--- src/rtl/spi_front_pkg.sv ---
package spi_front_pkg;
  localparam int unsigned SPI_BYTE_W = 8;

  typedef struct packed {
    logic hold_n;
    logic cs_n;
    logic sck;
    logic si;
  } pins_t;

  localparam pins_t PINS_IDLE = '{hold_n: 1'b1, cs_n: 1'b1, sck: 1'b0, si: 1'b0};
endpackage

--- src/rtl/spi_sync.sv ---
module spi_sync #(
  parameter int unsigned STAGES  = 2,
  parameter int unsigned WIDTH   = 4,
  parameter logic [WIDTH-1:0] RST_VAL = '0
) (
  input  logic             clk_i,
  input  logic             rst_ni,
  input  logic [WIDTH-1:0] d_i,
  output logic [WIDTH-1:0] lvl_o
);
  logic [STAGES-1:0][WIDTH-1:0] stg;

  always_ff @(posedge clk_i or negedge rst_ni) begin
    if (!rst_ni) stg <= {STAGES{RST_VAL}};
    else         stg <= {stg[STAGES-2:0], d_i};
  end

  assign lvl_o = stg[STAGES-1];
endmodule

--- src/rtl/spi_hold_fsm.sv ---
module spi_hold_fsm (
  input  logic clk_i,
  input  logic rst_ni,
  input  logic active_i,
  input  logic sck_lvl_i,
  input  logic hold_n_i,
  output logic paused_o
);
  // pause state only moves while SCK is low
  always_ff @(posedge clk_i or negedge rst_ni) begin
    if (!rst_ni)         paused_o <= 1'b0;
    else if (!active_i)  paused_o <= 1'b0;
    else if (!sck_lvl_i) paused_o <= !hold_n_i;
  end


  pause_entry_chk: assert property (@(posedge clk_i) disable iff (!rst_ni)
    $rose(paused_o) |-> $past(!sck_lvl_i && !hold_n_i));

  pause_exit_chk: assert property (@(posedge clk_i) disable iff (!rst_ni)
    $fell(paused_o) |-> $past(!sck_lvl_i || !active_i));
endmodule

--- src/rtl/spi_shift.sv ---
module spi_shift #(
  parameter int unsigned BYTE_W = 8
) (
  input  logic              clk_i,
  input  logic              rst_ni,
  input  logic              active_i,
  input  logic              start_i,
  input  logic              paused_i,
  input  logic              sck_rise_i,
  input  logic              sck_fall_i,
  input  logic              si_i,
  input  logic [BYTE_W-1:0] tx_byte_i,
  output logic [BYTE_W-1:0] rx_byte_o,
  output logic              rx_valid_o,
  output logic              rx_first_o,
  output logic              so_o
);
  localparam int unsigned CW = (BYTE_W > 1) ? $clog2(BYTE_W) : 1;
  localparam logic [CW-1:0] LAST = CW'(BYTE_W - 1);

  logic [CW-1:0]     bit_cnt;
  logic [BYTE_W-1:0] rx_sr;
  logic [BYTE_W-1:0] tx_sr;
  logic              first_pend;
  logic [BYTE_W-1:0] rx_next;

  assign rx_next = {rx_sr[BYTE_W-2:0], si_i};

  always_ff @(posedge clk_i or negedge rst_ni) begin
    if (!rst_ni) begin
      bit_cnt    <= '0;
      rx_sr      <= '0;
      tx_sr      <= '0;
      first_pend <= 1'b0;
      rx_byte_o  <= '0;
      rx_valid_o <= 1'b0;
      rx_first_o <= 1'b0;
    end else begin
      rx_valid_o <= 1'b0;
      if (!active_i) begin
        bit_cnt    <= '0;
        first_pend <= 1'b0;
      end else if (start_i) begin
        bit_cnt    <= '0;
        first_pend <= 1'b1;
        tx_sr      <= tx_byte_i;
      end else if (!paused_i) begin
        if (sck_rise_i) begin
          rx_sr <= rx_next;
          if (bit_cnt == LAST) begin
            bit_cnt    <= '0;
            rx_byte_o  <= rx_next;
            rx_valid_o <= 1'b1;
            rx_first_o <= first_pend;
            first_pend <= 1'b0;
          end else begin
            bit_cnt <= bit_cnt + 1'b1;
          end
        end
        if (sck_fall_i) begin
          // byte boundary: fetch next outbound byte
          if (bit_cnt == '0) tx_sr <= tx_byte_i;
          else               tx_sr <= {tx_sr[BYTE_W-2:0], 1'b0};
        end
      end
    end
  end

  assign so_o = tx_sr[BYTE_W-1];


  rx_strobe_src_chk: assert property (@(posedge clk_i) disable iff (!rst_ni)
    rx_valid_o |-> $past(sck_rise_i && active_i && !paused_i));

  rx_strobe_pulse_chk: assert property (@(posedge clk_i) disable iff (!rst_ni)
    rx_valid_o |=> !rx_valid_o);

  so_change_chk: assert property (@(posedge clk_i) disable iff (!rst_ni)
    !$stable(so_o) |-> $past(sck_fall_i || start_i));

  pause_freeze_chk: assert property (@(posedge clk_i) disable iff (!rst_ni)
    (paused_i && active_i && !start_i) |=> ($stable(bit_cnt) && $stable(tx_sr)));

  drop_partial_chk: assert property (@(posedge clk_i) disable iff (!rst_ni)
    !active_i |=> (bit_cnt == '0));
endmodule

--- src/rtl/spi_hold_front.sv ---
module spi_hold_front
  import spi_front_pkg::*;
#(
  parameter int unsigned BYTE_W      = SPI_BYTE_W,
  parameter int unsigned SYNC_STAGES = 2
) (
  input  logic              clk_i,
  input  logic              rst_ni,
  input  logic              sck_i,
  input  logic              cs_ni,
  input  logic              hold_ni,
  input  logic              si_i,
  output logic              so_o,
  output logic              so_oe_o,
  input  logic [BYTE_W-1:0] tx_byte_i,
  output logic [BYTE_W-1:0] rx_byte_o,
  output logic              rx_valid_o,
  output logic              rx_first_o,
  output logic              start_o,
  output logic              end_o
);
  localparam int unsigned PW = $bits(pins_t);

  pins_t raw_pins, pins;
  logic  sck_d, cs_d;
  logic  sck_rise, sck_fall, cs_fall, cs_rise;
  logic  active, paused;

  assign raw_pins = '{hold_n: hold_ni, cs_n: cs_ni, sck: sck_i, si: si_i};

  spi_sync #(
    .STAGES (SYNC_STAGES),
    .WIDTH  (PW),
    .RST_VAL(PW'(PINS_IDLE))
  ) u_sync (
    .clk_i (clk_i),
    .rst_ni(rst_ni),
    .d_i   (raw_pins),
    .lvl_o (pins)
  );

  always_ff @(posedge clk_i or negedge rst_ni) begin
    if (!rst_ni) begin
      sck_d   <= 1'b0;
      cs_d    <= 1'b1;
      start_o <= 1'b0;
      end_o   <= 1'b0;
    end else begin
      sck_d   <= pins.sck;
      cs_d    <= pins.cs_n;
      start_o <= cs_fall;
      end_o   <= cs_rise;
    end
  end

  assign sck_rise = pins.sck & ~sck_d;
  assign sck_fall = ~pins.sck & sck_d;
  assign cs_fall  = cs_d & ~pins.cs_n;
  assign cs_rise  = ~cs_d & pins.cs_n;
  assign active   = ~pins.cs_n;

  spi_hold_fsm u_hold (
    .clk_i    (clk_i),
    .rst_ni   (rst_ni),
    .active_i (active),
    .sck_lvl_i(pins.sck),
    .hold_n_i (pins.hold_n),
    .paused_o (paused)
  );

  spi_shift #(.BYTE_W(BYTE_W)) u_shift (
    .clk_i     (clk_i),
    .rst_ni    (rst_ni),
    .active_i  (active),
    .start_i   (cs_fall),
    .paused_i  (paused),
    .sck_rise_i(sck_rise),
    .sck_fall_i(sck_fall),
    .si_i      (pins.si),
    .tx_byte_i (tx_byte_i),
    .rx_byte_o (rx_byte_o),
    .rx_valid_o(rx_valid_o),
    .rx_first_o(rx_first_o),
    .so_o      (so_o)
  );

  assign so_oe_o = active & ~paused;


  idle_no_strobe_chk: assert property (@(posedge clk_i) disable iff (!rst_ni)
    rx_valid_o |-> $past(active));

  start_pulse_chk: assert property (@(posedge clk_i) disable iff (!rst_ni)
    start_o |=> !start_o);

  end_pulse_chk: assert property (@(posedge clk_i) disable iff (!rst_ni)
    end_o |=> !end_o);
endmodule

--- config.mk ---
export PLATFORM = sky130hd
export DESIGN_NAME = spi_hold_front
export DESIGN_NICKNAME = d
export VERILOG_FILES = /design/src/rtl/spi_front_pkg.sv /design/src/rtl/spi_sync.sv /design/src/rtl/spi_hold_fsm.sv /design/src/rtl/spi_shift.sv /design/src/rtl/spi_hold_front.sv
export SDC_FILE = /design/constraint.sdc
export NUM_CORES = 1
export LEC_CHECK = 0
export BUFFER_PORTS_ARGS = -buffer_cell sky130_fd_sc_hd__buf_4
export CORE_UTILIZATION = 34
export DETAILED_ROUTE_END_ITERATION = 10
export GPL_TIMING_DRIVEN = 0
export PLACE_DENSITY_LB_ADDON = 0.15
export REMOVE_ABC_BUFFERS = 1
export SYNTH_ARGS = -nofsm -noshare
export SYNTH_HDL_FRONTEND = slang
export SYNTH_SLANG_ARGS = --single-unit
--- constraint.sdc ---
create_clock -name clk_i -period 3.4 [get_ports clk_i]
set_input_delay 0.34 -clock clk_i [delete_from_list [all_inputs] [get_ports clk_i]]
set_output_delay 0.34 -clock clk_i [all_outputs]
set_load 0.05 [all_outputs]
==> results.md, run 1 <==
- Critical R2R Capture: u_shift.tx_sr[4]$_DFFE_PN0P_
- Maximum clock frequency: 605 MHz
- Crit path capture: u_shift.tx_sr[4]$_DFFE_PN0P_
- Clock input transition at the sequential cells of the worst setup and hold paths: 0.07 ns
- Initial antenna violation count: 0
- Slew headroom: 41.9%
- Post-synthesis cell area: 0.00162 mm^2
- Required time worst endpoint: 3.53 ns
- Maximum number of pins on one net before global-route repair: 43
- Internal reg-to-reg setup slack: 1.75 ns
- RSZ-0062 raised after global routing: false
- H-tree Lvls: 2
- Worst setup path class: flip-flop to flip-flop
- Setup TNS Final: 0 ns
- Clock skew: 0.00416 ns
- Period Utilization, post-route: 48.6%
- Detail-routed net length per standard cell: 11.9 um
- Worst min path class: primary input to asynchronous set/reset pin
- Area of the die: 0.00505 mm^2
- Leakage power: 1.01 nW
- Status: finished, final reports clean
- Placement Rows: 24
- Clock Tree Buf Depth: 2
- Total of flip-flops plus latches after synthesis: 42
- Effective utilization at floorplan: 36.2%
- Capturing element type of the critical path: flip-flop
- Total overflow reported by the global router: 0
- Final layout net count: 167
- Period minus WS final: 1.65 ns
- I/O pin count: 28
- Clock net sink count: 42
- Launch instance of the worst register-to-register path: cs_d$_DFF_PN1_
- Total Routed Length: 2410 um
- Count of yosys warnings during synthesis: 0
- PD cells: 497 mW/mm^2
- Number of buffers inserted by post-CTS setup repair: 0
- Seq/Total Area, Yosys: 65.3%
- Highest ir drop seen on vdd: 0.246 mV
- Post-Syn Instances: 118
- Later-pin clock latency in the skew report: 0.28 ns
- Depth of the worst register-to-register path: 4
- Clock tree from TritonCTS: yes
- Die X: 71.0 um
- Number of maximum-capacitance violations: 0
- Number of max-slew violations in the final report: 0
- TritonRoute pass-1 iters: 5
- Post-DRT Antenna Nets: 0
- Number of global-route vias before repair: 965
- Count of endpoints failing hold in the final timing report: 0
- Clock Tree Root: clkbuf_8
- Layout overhead on the synthesized area: 21.1%
- Quantity of gates resized following cts: 0
- Avg Cell Area, Syn: 13.7 um^2
- Number of different library cells in the post-synthesis netlist: 20
- Final weighted congestion in routability-driven placement: 0.808
- Number of cells after detailed placement: 194
- Count of filler cells inserted in the layout: 417
- Detailed placer's ending HPWL: 1710 um
- Placeable core region: 0.00447 mm^2
- Highest fanout seen on the critical path: 8
- Slew of the pin with the lowest slew margin: 0.870 ns
- Layout cell share with drive strength beyond 1: 38.7%
- Die height: 71.0 um
- Number of setup violations in the final report: 0
- Buffers added on ports: 27
- Number of CTS-inserted buffers: 5
- Cts hold-fix bufs: 0
- Iteration-0 DRC Markers: 40
- Crit path launch type: flip-flop
- Diode count: 0
- Via count: 946
- Vias per cell: 4.68
- Residual DRC: 0
- Wire length of the first global-routing pass: 4270 um
- Total routing resource utilization after global routing: 11.3%
- Endpoint arrival time on the critical path: 1.78 ns
- Worst Setup SP: cs_d$_DFF_PN1_
- Filler-free cell count of the finished design: 202
how the worst min path moves through the flow:
stage | start | to | slack, ns
after global routing | rst_ni | u_sync.lvl_o[1]$_DFF_PN0_ | 0.06
after floorplan | rst_ni | end_o$_DFF_PN0_ | 0.04
after CTS | rst_ni | u_shift.rx_valid_o$_DFF_PN0_ | 0.04
final | rst_ni | u_shift.rx_valid_o$_DFF_PN0_ | 0.03
after detailed placement | u_sync.stg[1]$_DFF_PN0_ | u_sync.lvl_o[1]$_DFF_PN0_ | 0.34
after global placement | u_sync.stg[0]$_DFF_PN0_ | u_sync.lvl_o[0]$_DFF_PN0_ | 0.33
cell usage after synthesis:
library cell  count  area (um^2)
inv_1             4         15.0
nor3b_4           1         18.8
nand2_1          10         37.5
nand3_4           1         17.5
nor2_1            8         30.0
buf_4             1         7.51
nor3_1            3         15.0
mux2_2           16          180
ha_1              4         50.1
nor3b_1           1         7.51
nor2b_1           2         12.5
dfrtp_1          37          926
dfstp_2           5          131
buf_2             2         10.0
o21ai_0           8         40.0
nand2_2           1         6.26
mux2i_1           8         80.1
o21bai_1          1         7.51
a21o_1            1         7.51
a21oi_1           4         20.0
worst max-delay path, cell delays in order (launching register included):
cell,delay [ns]
dfstp_2,0.61
nor2b_1,0.20
a21o_1,0.37
mux2i_1,0.23
o21ai_0,0.09
cell type report:
class,count,area [um^2],area share (%)
Clock inverter,1,5.00,0.255
Timing Repair Buffer,27,203,10.3
Clock buffer,7,86.3,4.40
Tap cell,52,65.1,3.32
Sequential cell,42,1060,53.9
Multi-Input combinational cell,69,531,27.0
Inverter,4,15.0,0.765
flip-flops by register name (all words and copies together), names as in the netlist:
name and count:
u_shift.rx_sr 7, sck_d 1, u_sync.stg 4, cs_d 1
u_shift.bit_cnt 3, u_shift.tx_sr 8, u_shift.rx_first_o 1, u_shift.rx_byte_o 8
u_shift.first_pend 1, u_sync.lvl_o 4, end_o 1, start_o 1
u_hold.paused_o 1, u_shift.rx_valid_o 1
power by group:
part           internal [mW]  switching (mW)  total, mW
registers              0.543          0.0266      0.569
logic                 0.0418          0.0470     0.0888
clock network          0.164           0.153      0.317
layer usage:
| layer | track usage, % | share of wire [%] | up-vias |
|---|---|---|---|
| met3 | 4.56 | 5.3 | 5 |
| met5 | 0 | 0 | - |
| li1 | - | - | 461 |
| met2 | 18.3 | 48 | 21 |
| met4 | 4.67 | 1.3 | 0 |
| met1 | 13.4 | 45 | 459 |
cells by family after synthesis:
family | synth area share (%)
AND/OR/NAND/NOR | 8.96
adder cells (fa/ha/maj) | 3.09
multiplexers | 16.1
buffers and inverters | 2.01
AO/OA/AOI/OAI | 4.63
flip-flops | 65.3
through the flow:
step                util [%]  power [mW]  worst slack [ns]  hold WS [ns]  area (um^2)
global placement        41.8       0.666              1.76         0.334         1870
floorplan                  -       0.628              1.96        0.0444         1600
CTS                     43.8       0.994              1.72        0.0417         1960
finish                  43.8       0.975              1.75        0.0253         1960
global route            43.8        1.04              1.55        0.0580         1960
detailed placement      41.8       0.671              1.71         0.344         1870
cells in the final DEF, fill, tap and decap left out, drive strengths merged:
| cell | synthesis | routed |
|---|---|---|
| mux2i | 8 | 8 |
| nor2b | 2 | 2 |
| nor2 | 8 | 8 |
| nand3 | 1 | 1 |
| dfstp | 5 | 5 |
| dfrtp | 37 | 37 |
| ha | 4 | 4 |
| a21o | 1 | 1 |
| clkinv | 0 | 1 |
| mux2 | 16 | 16 |
| buf | 3 | 27 |
| inv | 4 | 4 |
| o21ai | 8 | 8 |
| a21oi | 4 | 4 |
| nor3b | 2 | 2 |
| clkbuf | 0 | 7 |
| o21bai | 1 | 1 |
| nand2 | 11 | 11 |
| nor3 | 3 | 3 |
Power figures use the tool's default switching activity.
==> run 2: changes to the inputs <==
Settings changed: ABC_AREA set to 1.
Clock period 3.4 ns to 1.65 ns, I/O delays scaled along.
==> results.md, run 2 <==
- Effective utilization at floorplan: 35.4%
- Number of maximum-capacitance violations: 0
- Count of yosys warnings during synthesis: 0
- Internal reg-to-reg setup slack: 0.29 ns
- Clock Tree Buf Depth: 2
- Largest registers: u_shift.rx_byte_o (8), u_shift.tx_sr (8), u_shift.rx_sr (7)
- TritonRoute pass-1 iters: 4
- Initial antenna violation count: 0
- Primary flip-flop cell chosen by synthesis mapping: dfrtp_1
- Layout cell share with drive strength beyond 1: 25.6%
- Final weighted congestion in routability-driven placement: 0.714
- Placeable core region: 0.00511 mm^2
- Total overflow reported by the global router: 0
- Most instantiated cells after synthesis: 66 x nand2_1, 37 x dfrtp_1, 17 x nand3_1, 14 x inv_1, 9 x nand4_1
- Total of flip-flops plus latches after synthesis: 42
- Post-DRT Antenna Nets: 0
- Count of endpoints failing hold in the final timing report: 0
- Clock Tree Root: clkbuf_8
- Clock tree from TritonCTS: yes
- Slew headroom: 64.7%
- Final layout net count: 236
- Maximum number of pins on one net before global-route repair: 43
- Worst Setup SP: u_shift.bit_cnt[0]$_DFFE_PN0P_
- Placement Rows: 26
- Number of setup violations in the final report: 0
- Total routing resource utilization after global routing: 14.0%
- Fraction of post-synthesis cell area in the top cell type by area: 51.3%
- Number of global-route vias before repair: 1286
- Number of different library cells in the post-synthesis netlist: 20
- Placed cell area: 0.00205 mm^2
- Buffers added on ports: 27
- Clock input transition at the sequential cells of the worst setup and hold paths: 0.07 ns
- Total Routed Length: 3180 um
- Status: finished, final reports clean
- Via count: 1300
- H-tree Lvls: 2
- Diode count: 0
- RSZ-0062 raised after global routing: false
- Seq/Total Area, Yosys: 58.6%
- Die height: 74.9 um
- Worst min path class: primary input to flip-flop
- Post-synthesis cell area: 0.00181 mm^2
- Period Utilization, post-route: 82.5%
- Layout Cell Area excl Fill: 0.00221 mm^2
- Launch instance of the worst register-to-register path: u_shift.bit_cnt[0]$_DFFE_PN0P_
- Worst setup path class: flip-flop to flip-flop
- PD cells: 979 mW/mm^2
- Critical R2R Capture: u_shift.rx_byte_o[4]$_DFFE_PN0P_
- Required time worst endpoint: 1.83 ns
- Iteration-0 DRC Markers: 107
- Layout overhead on the synthesized area: 22.6%
- Highest ir drop seen on vdd: 0.411 mV
- Number of buffers inserted by post-CTS setup repair: 0
- Post-Syn Instances: 183
- Avg Cell Area, Syn: 9.87 um^2
- Capturing element type of the critical path: flip-flop
- Yosys top cell by area: dfrtp_1
- Vias per cell: 4.50
- Crit path launch type: flip-flop
- Slew of the pin with the lowest slew margin: 0.529 ns
- Clock skew: 0.00654 ns
- Share of synthesized registers carrying an async set or reset: 100%
- Maximum clock frequency: 735 MHz
- Most common cell after layout, fill and taps aside: nand2_1
- Endpoint arrival time on the critical path: 1.54 ns
- Number of max-slew violations in the final report: 0
- Detailed placer's ending HPWL: 2080 um
- Commonest cells after routing, fill and taps aside: 66 x nand2_1, 37 x dfrtp_1, 27 x buf_4
- Die X: 74.9 um
- I/O pin count: 28
- Setup TNS Final: 0 ns
- Leakage power: 1.20 nW
- Residual DRC: 0
- Clock net sink count: 42
- Detail-routed net length per standard cell: 11.0 um
- Crit path capture: u_shift.rx_byte_o[4]$_DFFE_PN0P_
- Highest fanout seen on the critical path: 10
- Number of synthesized flops with an enable pin: 0
- Depth of the worst register-to-register path: 5
- Area of the die: 0.00561 mm^2
- Later-pin clock latency in the skew report: 0.29 ns
- Number of CTS-inserted buffers: 5
- Leading cell type by number of instances after synthesis: nand2_1
- Period minus WS final: 1.36 ns
- Hold slack final: 0.112 ns
- Area contributors post-synth: dfrtp_1 51%, nand2_1 14%, dfstp_2 7.3%, nand3_1 4.7%, nand2_4 3.1%
- Wire length of the first global-routing pass: 5810 um
==> run 2: cell count changes after synthesis, sizes merged, moves of 3 or more <==
cell and change:
a21oi -3, inv +13, mux2 -16, mux2i -8, nand2 +62, nand3 +17, nand3b +7, nand4 +9
nor3 -3, o21ai -7
==> run 2: area by class of cell <==
class | count | area (um^2)
Timing Repair Buffer | 32 | 253
Tap cell | 70 | 87.6
Sequential cell | 42 | 1060
Fill cell | 532 | 2890
Clock inverter | 1 | 30.0
Clock buffer | 7 | 76.3
Multi-Input combinational cell | 119 | 637
Inverter | 18 | 72.6
==> run 2: layer usage <==
metal	track usage [%]	share of wire [%]	up-vias
met5	0	0	-
met3	3.61	3.3	8
met2	21.3	44	23
met1	18.9	50	622
li1	-	-	647
met4	6.29	1.9	0
==> run 2: logic make-up after synthesis <==
group / Yosys count / synth area share (%)
flip-flops: 42 / 58.6
AND/OR/NAND/NOR: 113 / 31.6
AO/OA/AOI/OAI: 2 / 0.762
adder cells (fa/ha/maj): 4 / 2.77
buffers and inverters: 22 / 6.31
==> run 2: critical path: stages, from the launching register on <==
cell	delay, ns
dfrtp_1	0.39
ha_1	0.20
ha_2	0.33
nand3_4	0.17
nand2_1	0.11
nand2_1	0.05
==> run 2: per-stage QoR <==
step	total power [mW]	setup slack, ns	std cells	util (%)
after floorplan	1.31	0.306	179	-
after global routing	2.30	0.125	289	43.3
after CTS	2.21	0.138	289	43.3
after detailed placement	1.40	0.152	276	40.2
after global placement	1.40	0.183	276	40.2
final	2.17	0.289	289	43.3
==> run 2: timing repair <==
action / 4_1_cts / 5_1_grt
setup endpoints to repair: 0 / 1
hold buffers: 5 / 0
gates resized for setup: 0 / 1
endpoints found under the hold margin: 41 / 0
==> run 2: worst min-delay path by stage <==
stage,start,to,slack [ns],depth (start not counted)
after CTS,tx_byte_i[0],u_shift.tx_sr[0]$_DFFE_PN0P_,0.11,3
final,tx_byte_i[0],u_shift.tx_sr[0]$_DFFE_PN0P_,0.11,3
after global routing,tx_byte_i[0],u_shift.tx_sr[0]$_DFFE_PN0P_,0.13,3
after global placement,rst_ni,u_shift.rx_byte_o[3]$_DFFE_PN0P_,0.19,1
after detailed placement,rst_ni,u_shift.rx_byte_o[3]$_DFFE_PN0P_,0.19,1
after floorplan,rst_ni,end_o$_DFF_PN0_,-0.13,0
==> run 2: power breakdown <==
| group | internal, mW | switching, mW | total, mW |
|---|---|---|---|
| Clock | 0.453 | 0.327 | 0.780 |
| Sequential | 1.11 | 0.0473 | 1.16 |
| Combinational | 0.0927 | 0.139 | 0.232 |
